$ cat config.mk
export PLATFORM = sky130hd
export DESIGN_NAME = ddr_word_deser
export DESIGN_NICKNAME = d
export VERILOG_FILES = /design/src/rtl/ddrdes_pkg.sv /design/src/rtl/ddrdes_edge_chain.sv /design/src/rtl/ddrdes_phase_fsm.sv /design/src/rtl/ddrdes_word_assembler.sv /design/src/rtl/ddr_word_deser.sv
export SDC_FILE = /design/constraint.sdc
export NUM_CORES = 1
export LEC_CHECK = 0
export BUFFER_PORTS_ARGS = -buffer_cell sky130_fd_sc_hd__buf_2
export CORE_ASPECT_RATIO = 0.7
export CORE_UTILIZATION = 60
export CTS_BUF_LIST = sky130_fd_sc_hd__clkbuf_8
export CTS_CLUSTER_DIAMETER = 80
export DETAILED_ROUTE_END_ITERATION = 10
export PLACE_DENSITY_LB_ADDON = 0.2
export SLEW_MARGIN = 20
export SYNTH_ARGS = -nofsm -noshare
export SYNTH_HDL_FRONTEND = slang
export SYNTH_SLANG_ARGS = --single-unit
$ cat constraint.sdc
create_clock -name bit_clk -period 3 [get_ports bit_clk]
set_input_delay 0.3 -clock bit_clk [delete_from_list [all_inputs] [get_ports bit_clk]]
set_output_delay 0.3 -clock bit_clk [all_outputs]
set_load 0.1 [all_outputs]
$ cat src/rtl/ddrdes_pkg.sv
package ddrdes_pkg;

    // Phase of the word-assembly cycle, clocked on the rising edge.
    typedef enum logic [0:0] {
        PH_FILL = 1'b0,   // collecting beats 0 .. HALF_W-2
        PH_LAST = 1'b1    // final beat: holding register loads here
    } phase_t;

endpackage

$ cat src/rtl/ddrdes_edge_chain.sv
// Plain flip-flop shift chain clocked on one chosen edge.
// No reset and no logic between stages, so each stage is a bare flop.
module ddrdes_edge_chain #(
    parameter int HALF_W    = 6,
    parameter bit FALL_EDGE = 1'b0
) (
    input  logic              clk,
    input  logic              din,
    output logic [HALF_W-1:0] taps
);

    logic [HALF_W-1:0] sr_q;

    generate
        if (FALL_EDGE) begin : g_fall
            always_ff @(negedge clk) begin
                sr_q <= {sr_q[HALF_W-2:0], din};
            end
        end else begin : g_rise
            always_ff @(posedge clk) begin
                sr_q <= {sr_q[HALF_W-2:0], din};
            end
        end
    endgenerate

    assign taps = sr_q;

endmodule

$ cat src/rtl/ddrdes_phase_fsm.sv
// Word-phase machine: PH_FILL counts beats, PH_LAST triggers the load.
// A sampled slip request holds both state and beat for one cycle.
module ddrdes_phase_fsm
    import ddrdes_pkg::*;
#(
    parameter int HALF_W = 6
) (
    input  logic clk,
    input  logic rst_n,
    input  logic slip_req,
    output logic load_en,
    output logic word_valid
);

    localparam int BW = (HALF_W > 2) ? $clog2(HALF_W) : 1;
    localparam logic [BW-1:0] BEAT_END = BW'(HALF_W - 2);

    phase_t        state_q, state_d;
    logic [BW-1:0] beat_q,  beat_d;
    logic          valid_q;

    // Next state and load enable.
    always_comb begin
        state_d = state_q;
        beat_d  = beat_q;
        load_en = 1'b0;
        unique case (state_q)
            PH_FILL: begin
                if (!slip_req) begin
                    if (beat_q == BEAT_END) begin
                        state_d = PH_LAST;          // arm
                    end else begin
                        beat_d = beat_q + BW'(1);   // count
                    end
                end
            end
            PH_LAST: begin
                if (!slip_req) begin
                    state_d = PH_FILL;              // emit
                    beat_d  = '0;
                    load_en = 1'b1;
                end
            end
        endcase
    end

    // State register.
    always_ff @(posedge clk or negedge rst_n) begin
        if (!rst_n) begin
            state_q <= PH_FILL;
            beat_q  <= '0;
        end else begin
            state_q <= state_d;
            beat_q  <= beat_d;
        end
    end

    // Output register: strobe aligned with the holding-register update.
    always_ff @(posedge clk or negedge rst_n) begin
        if (!rst_n) begin
            valid_q <= 1'b0;
        end else begin
            valid_q <= load_en;
        end
    end

    assign word_valid = valid_q;

endmodule

$ cat src/rtl/ddrdes_word_assembler.sv
// Moves both chains into the rising-edge domain, interleaves them
// (rise sample first) and loads the holding register.
module ddrdes_word_assembler #(
    parameter int HALF_W = 6
) (
    input  logic                clk,
    input  logic                rst_n,
    input  logic [HALF_W-1:0]   rise_taps,
    input  logic [HALF_W-1:0]   fall_taps,
    input  logic                load_en,
    output logic [2*HALF_W-1:0] word_out
);

    localparam int WORD_W = 2 * HALF_W;

    logic [HALF_W-1:0] rise_al_q;   // rise chain delayed one cycle to line up
    logic [HALF_W-1:0] fall_rt_q;   // fall chain copied onto the rising edge
    logic [WORD_W-1:0] merged;
    logic [WORD_W-1:0] hold_q;

    always_ff @(posedge clk) begin
        rise_al_q <= rise_taps;
        fall_rt_q <= fall_taps;
    end

    generate
        for (genvar i = 0; i < HALF_W; i++) begin : g_pair
            assign merged[WORD_W-1-2*i] = rise_al_q[HALF_W-1-i];
            assign merged[WORD_W-2-2*i] = fall_rt_q[HALF_W-1-i];
        end
    endgenerate

    always_ff @(posedge clk or negedge rst_n) begin
        if (!rst_n) begin
            hold_q <= '0;
        end else if (load_en) begin
            hold_q <= merged;
        end
    end

    assign word_out = hold_q;

endmodule

$ cat src/rtl/ddr_word_deser.sv
module ddr_word_deser #(
    parameter int WORD_W = 12
) (
    input  logic              bit_clk,
    input  logic              rst_n,
    input  logic              ser_in,
    input  logic              slip_req,
    output logic [WORD_W-1:0] word_out,
    output logic              word_valid
);

    localparam int HALF_W = WORD_W / 2;

    logic [HALF_W-1:0] rise_taps;
    logic [HALF_W-1:0] fall_taps;
    logic              load_en;

    ddrdes_edge_chain #(.HALF_W(HALF_W), .FALL_EDGE(1'b0)) u_rise (
        .clk  (bit_clk),
        .din  (ser_in),
        .taps (rise_taps)
    );

    ddrdes_edge_chain #(.HALF_W(HALF_W), .FALL_EDGE(1'b1)) u_fall (
        .clk  (bit_clk),
        .din  (ser_in),
        .taps (fall_taps)
    );

    ddrdes_phase_fsm #(.HALF_W(HALF_W)) u_fsm (
        .clk        (bit_clk),
        .rst_n      (rst_n),
        .slip_req   (slip_req),
        .load_en    (load_en),
        .word_valid (word_valid)
    );

    ddrdes_word_assembler #(.HALF_W(HALF_W)) u_asm (
        .clk       (bit_clk),
        .rst_n     (rst_n),
        .rise_taps (rise_taps),
        .fall_taps (fall_taps),
        .load_en   (load_en),
        .word_out  (word_out)
    );

endmodule

==> results of run 1 <==
[layer usage]
metal  part of all wire [%]  vias up
li1                       -      289
met1                     49      285
met2                     45       15
met3                    5.3        6
met4                    1.5        0
met5                      0        -
[sequential cells by signal (all words and copies together) (netlist names)]
| register | flops |
|---|---|
| u_fsm.word_valid | 1 |
| u_asm.fall_rt_q | 6 |
| u_asm.word_out | 12 |
| u_asm.rise_al_q | 4 |
| u_fall.taps | 6 |
| u_fsm.beat_q | 3 |
| u_rise.taps | 3 |
| u_fsm.state_q | 1 |
[final cells by class]
cell class                      instances  area share (%)
Clock buffer                            5            5.03
Inverter                                3           0.823
Tap cell                               21            1.92
Multi-Input combinational cell         26            21.5
Sequential cell                        36            58.9
Timing Repair Buffer                   18            7.14
Clock inverter                          9            4.67
[synthesized netlist by cell type]
cell | instances | share of area (%)
buf_12 | 1 | 1.7
dfxtp_1 | 19 | 33
a21o_1 | 1 | 0.66
and2b_1 | 1 | 0.66
a211oi_1 | 2 | 1.3
buf_6 | 1 | 0.98
a2bb2oi_1 | 1 | 0.76
and4bb_2 | 2 | 2.2
mux2_2 | 4 | 3.9
a221o_1 | 1 | 0.87
dfrtp_1 | 17 | 37
nor2b_1 | 1 | 0.55
and4b_1 | 1 | 0.87
nand3b_1 | 1 | 0.66
mux2_4 | 8 | 10
ha_1 | 2 | 2.2
nand2b_1 | 1 | 0.55
inv_1 | 4 | 1.3
[logic make-up (layout without fill, tap and decap cells)]
logic type,Yosys count,after routing,share of synthesized area (%)
buffers and inverters,6,35,4.04
adder cells (fa/ha/maj),2,2,2.18
AO/OA/AOI/OAI,5,5,3.60
AND/OR/NAND/NOR,7,7,5.46
flip-flops,36,36,70.3
multiplexers,12,12,14.4
[path summary, 6_finish.rpt]
kind,to,slack (ps),depth (start not counted)
max in group asynchronous,u_fsm.beat_q[1]$_DFFE_PN0P_,2240,2
worst min-delay path,u_rise.taps[0]$_DFF_P_,130,1
worst max-delay path,u_asm.fall_rt_q[0]$_DFF_P_,1020,0
min in group asynchronous,u_fsm.beat_q[2]$_DFFE_PN0P_,470,2
worst min register to register,u_fall.taps[4]$_DFF_N_,330,0
worst max register to register,u_asm.fall_rt_q[0]$_DFF_P_,1020,0
[what timing repair did]
item	CTS	global route
hold buffers	1	0
setup endpoints to repair	0	0
hold endpoints to repair	17	0
[metrics by stage]
stage,cell area [um^2],cells
6_report,1370,118
5_1_grt,1370,118
3_3_place_gp,1230,104
3_5_place_dp,1230,104
2_1_floorplan,1150,68
4_1_cts,1370,118
==> impl_metrics.env, run 1 <==
export IMPL_ios=17
export IMPL_clk_latency_ps=350
export IMPL_synth_avg_cell_area_um2=16.9
export IMPL_grt_busiest_layer="met2"
export IMPL_dieWidth_um=54.2
export IMPL_syn_cell_area_mm2=0.00115
export IMPL_drive_gt1_share_pct=39.2
export IMPL_hold_viol=0
export IMPL_dp_slack_ps=980
export IMPL_cp_end_kind="flip-flop"
export IMPL_multi_input_area_um2=294
export IMPL_die_height_um=38.6
export IMPL_syn_to_final_growth_pct=19.3
export IMPL_met2_usage_pct=31.4
export IMPL_start_util_pct=68.2
export IMPL_drtIter0Drc=15
export IMPL_cp_startpoint="u_fall.taps[0]$_DFF_N_"
export IMPL_io_buffers=16
export IMPL_insertedDiodeCount=0
export IMPL_wirelength_um=1760
export IMPL_synth_seq_cells=36
export IMPL_clock_root_buffer="clkbuf_8"
export IMPL_setup_worst_path_class="reg -> reg"
export IMPL_gp_congestion=0.744
export IMPL_grt_overflow=0
export IMPL_rows=12
export IMPL_synth_seq_area_share_pct=70.3
export IMPL_synthCells=68
export IMPL_clock_sinks=36
export IMPL_post_drt_wl_per_cell_um=14.9
export IMPL_final_common_cell="dfxtp_1"
export IMPL_syn_nets=74
export IMPL_final_core_util_pct=81.3
export IMPL_tritoncts="done"
export IMPL_grt_usage_pct=21.4
export IMPL_whs_ps=129
export IMPL_grt_antenna_before_repair=0
export IMPL_cts_buffers=5
export IMPL_grt_pass1_vias=584
export IMPL_via_per_inst=5.04
export IMPL_maxSlewHeadroom_pct=64.8
export IMPL_postCtsSetupRepairBufs=0
export IMPL_dr_pass1_iters=4
export IMPL_ys_warn_count=0
export IMPL_skew_ps=70.8
export IMPL_setup_violations=0
export IMPL_clk_pin_slew_ps=70
export IMPL_required_ps=3180
export IMPL_rsz0062_at_grt="false"
export IMPL_crit_arrival_ps=2150
export IMPL_htree_levels=2
export IMPL_die_area_mm2=0.00209
export IMPL_cp_start_kind="flip-flop"
export IMPL_holdCritPathClass="in -> reg"
export IMPL_final_cell_mix="dfxtp_1 (19), dfrtp_1 (17), buf_2 (16), inv_1 (10), mux2_4 (8)"
export IMPL_grt_pass1_wl_um=2770
export IMPL_min_delay_start="ser_in"
export IMPL_use_met1_pct=26.3
export IMPL_crit_fanout=2
export IMPL_setup_tns_final_ps=0
export IMPL_drc_errors=0
export IMPL_hpwl_um=1050
export IMPL_grt_max_degree=18
export IMPL_seqCellArea_um2=806
export IMPL_grt_util_met3_pct=10.7
export IMPL_nets=102
export IMPL_cts_buffer_depth=2
export IMPL_r2r_start="u_fall.taps[0]$_DFF_N_"
export IMPL_fillers=98
export IMPL_tightest_slew_ps=527
export IMPL_fp_coreArea_mm2=0.00168
export IMPL_drv_slew=0
export IMPL_outcome="finished clean"
export IMPL_ant_nets=0
export IMPL_maxCapViolations=0
export IMPL_setup_slack_ps=1020
export IMPL_post_cts_resized=0
export IMPL_vias=595
export IMPL_ys_types=18
Power of run 1 is left out: the tool's default activity adds up to more than one toggle a clock period on the data nets, which glitch-free logic cannot reach.
==> inputs of run 2 (changes only) <==
- CORE_UTILIZATION: 60 -> 57
- clock period: 3 -> 2 ns (I/O delays scaled with it)
==> run 2 against run 1 <==
Against the previous run: non-clock buffer count is 1 higher; via count fell by 0.50%; global-route usage is 4.7 points lower; flip-flop and latch count unchanged; register-to-register slack got worse by 480 ps; first-iteration DRC count is 13% higher; critical path type unchanged; largest cell class unchanged.
==> impl_metrics.env, run 2 (synthesis gave the netlist of run 1 again) <==
export IMPL_clock_sinks=36
export IMPL_hold_viol=0
export IMPL_start_util_pct=61.3
export IMPL_required_ps=2170
export IMPL_clk_latency_ps=340
export IMPL_clk_pin_slew_ps=60
export IMPL_final_cell_mix="dfxtp_1 (19), dfrtp_1 (17), buf_2 (16), inv_1 (10), mux2_4 (8)"
export IMPL_postCtsSetupRepairBufs=0
export IMPL_outcome="finished clean"
export IMPL_die_area_mm2=0.00220
export IMPL_cts_buffer_depth=2
export IMPL_clock_root_buffer="clkbuf_8"
export IMPL_hold_path_cell_count=1
export IMPL_crit_cells=0
export IMPL_ios=17
export IMPL_grt_usage_pct=16.7
export IMPL_setup_tns_final_ps=0
export IMPL_cts_buffers=5
export IMPL_r2r_cells=0
export IMPL_tightest_slew_ps=486
export IMPL_fillers=124
export IMPL_wirelength_um=1590
export IMPL_grt_pass1_wl_um=2330
export IMPL_grt_pass1_vias=475
export IMPL_postLayoutCellArea_mm2=0.00135
export IMPL_rsz0062_at_grt="false"
export IMPL_tritoncts="done"
export IMPL_vias=592
export IMPL_dr_pass1_iters=4
export IMPL_setup_worst_path_class="reg -> reg"
export IMPL_holdCritPathClass="in -> reg"
export IMPL_grt_antenna_before_repair=0
export IMPL_fp_coreArea_mm2=0.00187
export IMPL_largest_register_ffs=12
export IMPL_syn_to_final_growth_pct=17.7
export IMPL_postPlaceCellArea_mm2=0.00124
export IMPL_final_common_cell="dfxtp_1"
export IMPL_gp_congestion=0.652
export IMPL_skew_ps=61.3
export IMPL_insertedDiodeCount=0
export IMPL_crit_arrival_ps=1630
export IMPL_maxSlewHeadroom_pct=67.8
export IMPL_htree_levels=2
export IMPL_grt_overflow=0
export IMPL_via_per_inst=4.93
export IMPL_die_height_um=39.5
export IMPL_dieWidth_um=55.6
export IMPL_io_buffers=16
export IMPL_drtIter0Drc=17
export IMPL_setup_violations=0
export IMPL_cp_start_kind="flip-flop"
export IMPL_drc_errors=0
export IMPL_nets=103
export IMPL_grt_max_degree=18
export IMPL_hpwl_um=1110
export IMPL_post_drt_wl_per_cell_um=13.3
export IMPL_drive_gt1_share_pct=39.8
export IMPL_crit_fanout=2
export IMPL_ant_nets=0
export IMPL_cp_end_kind="flip-flop"
export IMPL_maxCapViolations=0
export IMPL_rows=13
export IMPL_drv_slew=0
## run 2: changes by cell type in the layout (fill, tap and decap cells not counted), sizes merged
cell	delta
bufinv	-1
buf	+1
clkinv	+1
## run 2: layout make-up
cell class	instances	area, um^2	area share, %
Sequential cell	36	806	59.7
Timing Repair Buffer	19	105	7.79
Inverter	3	11.3	0.835
Clock inverter	9	36.3	2.69
Multi-Input combinational cell	26	294	21.8
Tap cell	22	27.5	2.04
Clock buffer	5	68.8	5.10
## run 2: per-layer routing
metal | part of all wire, % | track usage, % | vias to the layer above
met1 | 47 | 18.5 | 278
li1 | - | - | 290
met4 | 2.1 | 15.0 | 0
met2 | 45 | 24.7 | 20
met5 | 0 | 0 | -
met3 | 5.9 | 7.92 | 4
## run 2: worst paths after layout
| kind | slack, ps | to | from |
|---|---|---|---|
| hold / removal | 30 | u_rise.taps[0]$_DFF_P_ | ser_in |
| min in group asynchronous | 370 | u_asm.word_out[10]$_DFFE_PN0P_ | rst_n |
| setup / recovery | 540 | u_asm.fall_rt_q[4]$_DFF_P_ | u_fall.taps[4]$_DFF_N_ |
| setup reg to reg | 540 | u_asm.fall_rt_q[4]$_DFF_P_ | u_fall.taps[4]$_DFF_N_ |
| max in group asynchronous | 1350 | u_asm.word_out[5]$_DFFE_PN0P_ | rst_n |
| hold reg to reg | 320 | u_asm.rise_al_q[0]$_DFF_P_ | u_rise.taps[0]$_DFF_P_ |
## run 2: per-stage QoR
stage | hold slack, ps | worst slack [ps] | instances | utilization [%]
after floorplan | -95.6 | 608 | 68 | -
after global placement | 141 | 588 | 106 | 66.2
after detailed placement | 142 | 582 | 106 | 66.2
after CTS | 24.2 | 537 | 120 | 72.1
after global routing | 22.1 | 507 | 120 | 72.1
final | 33.8 | 539 | 120 | 72.1
## run 2: timing repair
item	4_1_cts	5_1_grt
resized for setup	0	0
hold buffers	1	0
endpoints found under the hold margin	17	0
Power of run 2 is left out for the same reason.
==> inputs of run 3 (changes only) <==
- clock period: 2 -> 1.5 ns (I/O delays scaled with it)
==> run 3 against run 2 <==
Against the previous run: count of clock-buffer cells in the layout unchanged; critical endpoint is now u_fall.taps[0]$_DFF_N_; via count down 2.7%; first-iteration DRC count down 29%; routed wire length down 6.1%; flip-flop and latch count unchanged; largest cell class unchanged; hold slack better by 150 ps.
==> impl_metrics.env, run 3 (synthesis gave the netlist of run 1 again) <==
export IMPL_ios=17
export IMPL_wirelength_um=1490
export IMPL_crit_fanout=2
export IMPL_fillers=134
export IMPL_drive_gt1_share_pct=38.8
export IMPL_clock_sinks=36
export IMPL_htree_levels=2
export IMPL_cts_buffer_depth=2
export IMPL_tightest_slew_ps=488
export IMPL_outcome="finished clean"
export IMPL_holdCritPathClass="in -> reg"
export IMPL_seqCellArea_um2=806
export IMPL_tritoncts="done"
export IMPL_grt_pass1_vias=495
export IMPL_grt_antenna_before_repair=0
export IMPL_rsz0062_at_grt="false"
export IMPL_ant_nets=0
export IMPL_required_ps=970
export IMPL_postCtsSetupRepairBufs=0
export IMPL_final_cell_mix="dfxtp_1 (19), dfrtp_1 (17), buf_2 (16), inv_1 (10), mux2_4 (8)"
export IMPL_final_common_cell="dfxtp_1"
export IMPL_final_core_util_pct=72.9
export IMPL_r2r_cells=4
export IMPL_dieWidth_um=55.6
export IMPL_clock_root_buffer="clkbuf_8"
export IMPL_setup_worst_path_class="in -> reg"
export IMPL_hold_path_cell_count=2
export IMPL_grt_usage_pct=16.3
export IMPL_timing_critical_path_buf_inv=2
export IMPL_setup_tns_final_ps=0
export IMPL_syn_to_final_growth_pct=19.0
export IMPL_drv_slew=0
export IMPL_die_height_um=39.5
export IMPL_maxSlewHeadroom_pct=67.7
export IMPL_gp_congestion=0.622
export IMPL_die_area_mm2=0.00220
export IMPL_largest_register_ffs=12
export IMPL_insertedDiodeCount=0
export IMPL_grt_max_degree=18
export IMPL_clk_latency_ps=330
export IMPL_hold_viol=0
export IMPL_via_per_inst=4.80
export IMPL_drtIter0Drc=12
export IMPL_crit_cells=2
export IMPL_nets=103
export IMPL_drc_errors=0
export IMPL_io_buffers=16
export IMPL_clk_pin_slew_ps=60
export IMPL_crit_arrival_ps=810
export IMPL_grt_pass1_wl_um=2300
export IMPL_cts_hold_buf=2
export IMPL_cp_start_kind="input port"
export IMPL_rows=13
export IMPL_grt_overflow=0
export IMPL_crit_chain="dlygate4sd3_1, buf_2"
export IMPL_dr_pass1_iters=2
export IMPL_slowest_delay_ps=540
export IMPL_fp_coreArea_mm2=0.00187
export IMPL_cts_buffers=5
export IMPL_start_util_pct=61.3
export IMPL_setup_violations=0
export IMPL_hpwl_um=958
export IMPL_cp_slowest_cell="dlygate4sd3_1"
export IMPL_post_drt_wl_per_cell_um=12.4
export IMPL_cp_end_kind="flip-flop"
export IMPL_maxCapViolations=0
export IMPL_post_cts_resized=0
export IMPL_vias=576
export IMPL_multi_input_area_um2=294
export IMPL_cp_top_family="buffers and inverters"
export IMPL_skew_ps=57.9
-- run 3: worst reg2reg max path, cell delays in order, from the launching register on --
cell,delay (ps)
dfrtp_1,390
inv_1,60
ha_1,230
a211oi_1,360
a221o_1,210
-- run 3: final cells by class --
type / count / share of cell area (%)
tap: 22 / 2.02
multi-input combinational: 26 / 21.6
timing repair buffer: 19 / 7.89
clock buffer: 5 / 5.05
clock inverter: 9 / 3.58
inverter: 3 / 0.826
sequential: 36 / 59.1
-- run 3: path summary, 6_finish.rpt --
path / start / slack, ps / end
max: ser_in / 160 / u_fall.taps[0]$_DFF_N_
min: slip_req / 190 / u_fsm.state_q$_DFF_PN0_
max reg2reg: u_fsm.beat_q[0]$_DFFE_PN0P_ / 190 / u_fsm.beat_q[1]$_DFFE_PN0P_
min reg2reg: u_rise.taps[0]$_DFF_P_ / 330 / u_asm.rise_al_q[0]$_DFF_P_
max in group asynchronous: rst_n / 890 / u_asm.word_out[2]$_DFFE_PN0P_
min in group asynchronous: rst_n / 320 / u_asm.word_out[8]$_DFFE_PN0P_
-- run 3: metal layers --
| layer | track usage [%] | vias to the layer above | routed length [um] |
|---|---|---|---|
| li1 | - | 287 | - |
| met1 | 19.8 | 269 | 728 |
| met2 | 21.1 | 18 | 662 |
| met3 | 10.2 | 2 | 83 |
| met4 | 11.3 | 0 | 19 |
| met5 | 0 | - | 0 |
-- run 3: stage by stage --
stage          instance area (um^2)  cells  worst slack, ps  hold slack [ps]
2_1_floorplan                  1150     68              242             -146
6_report                       1360    120              156              186
4_1_cts                        1360    120              180              184
3_3_place_gp                   1230    105              233             98.2
3_5_place_dp                   1230    105              228              101
5_1_grt                        1360    120              127              206
Power of run 3 is left out for the same reason.
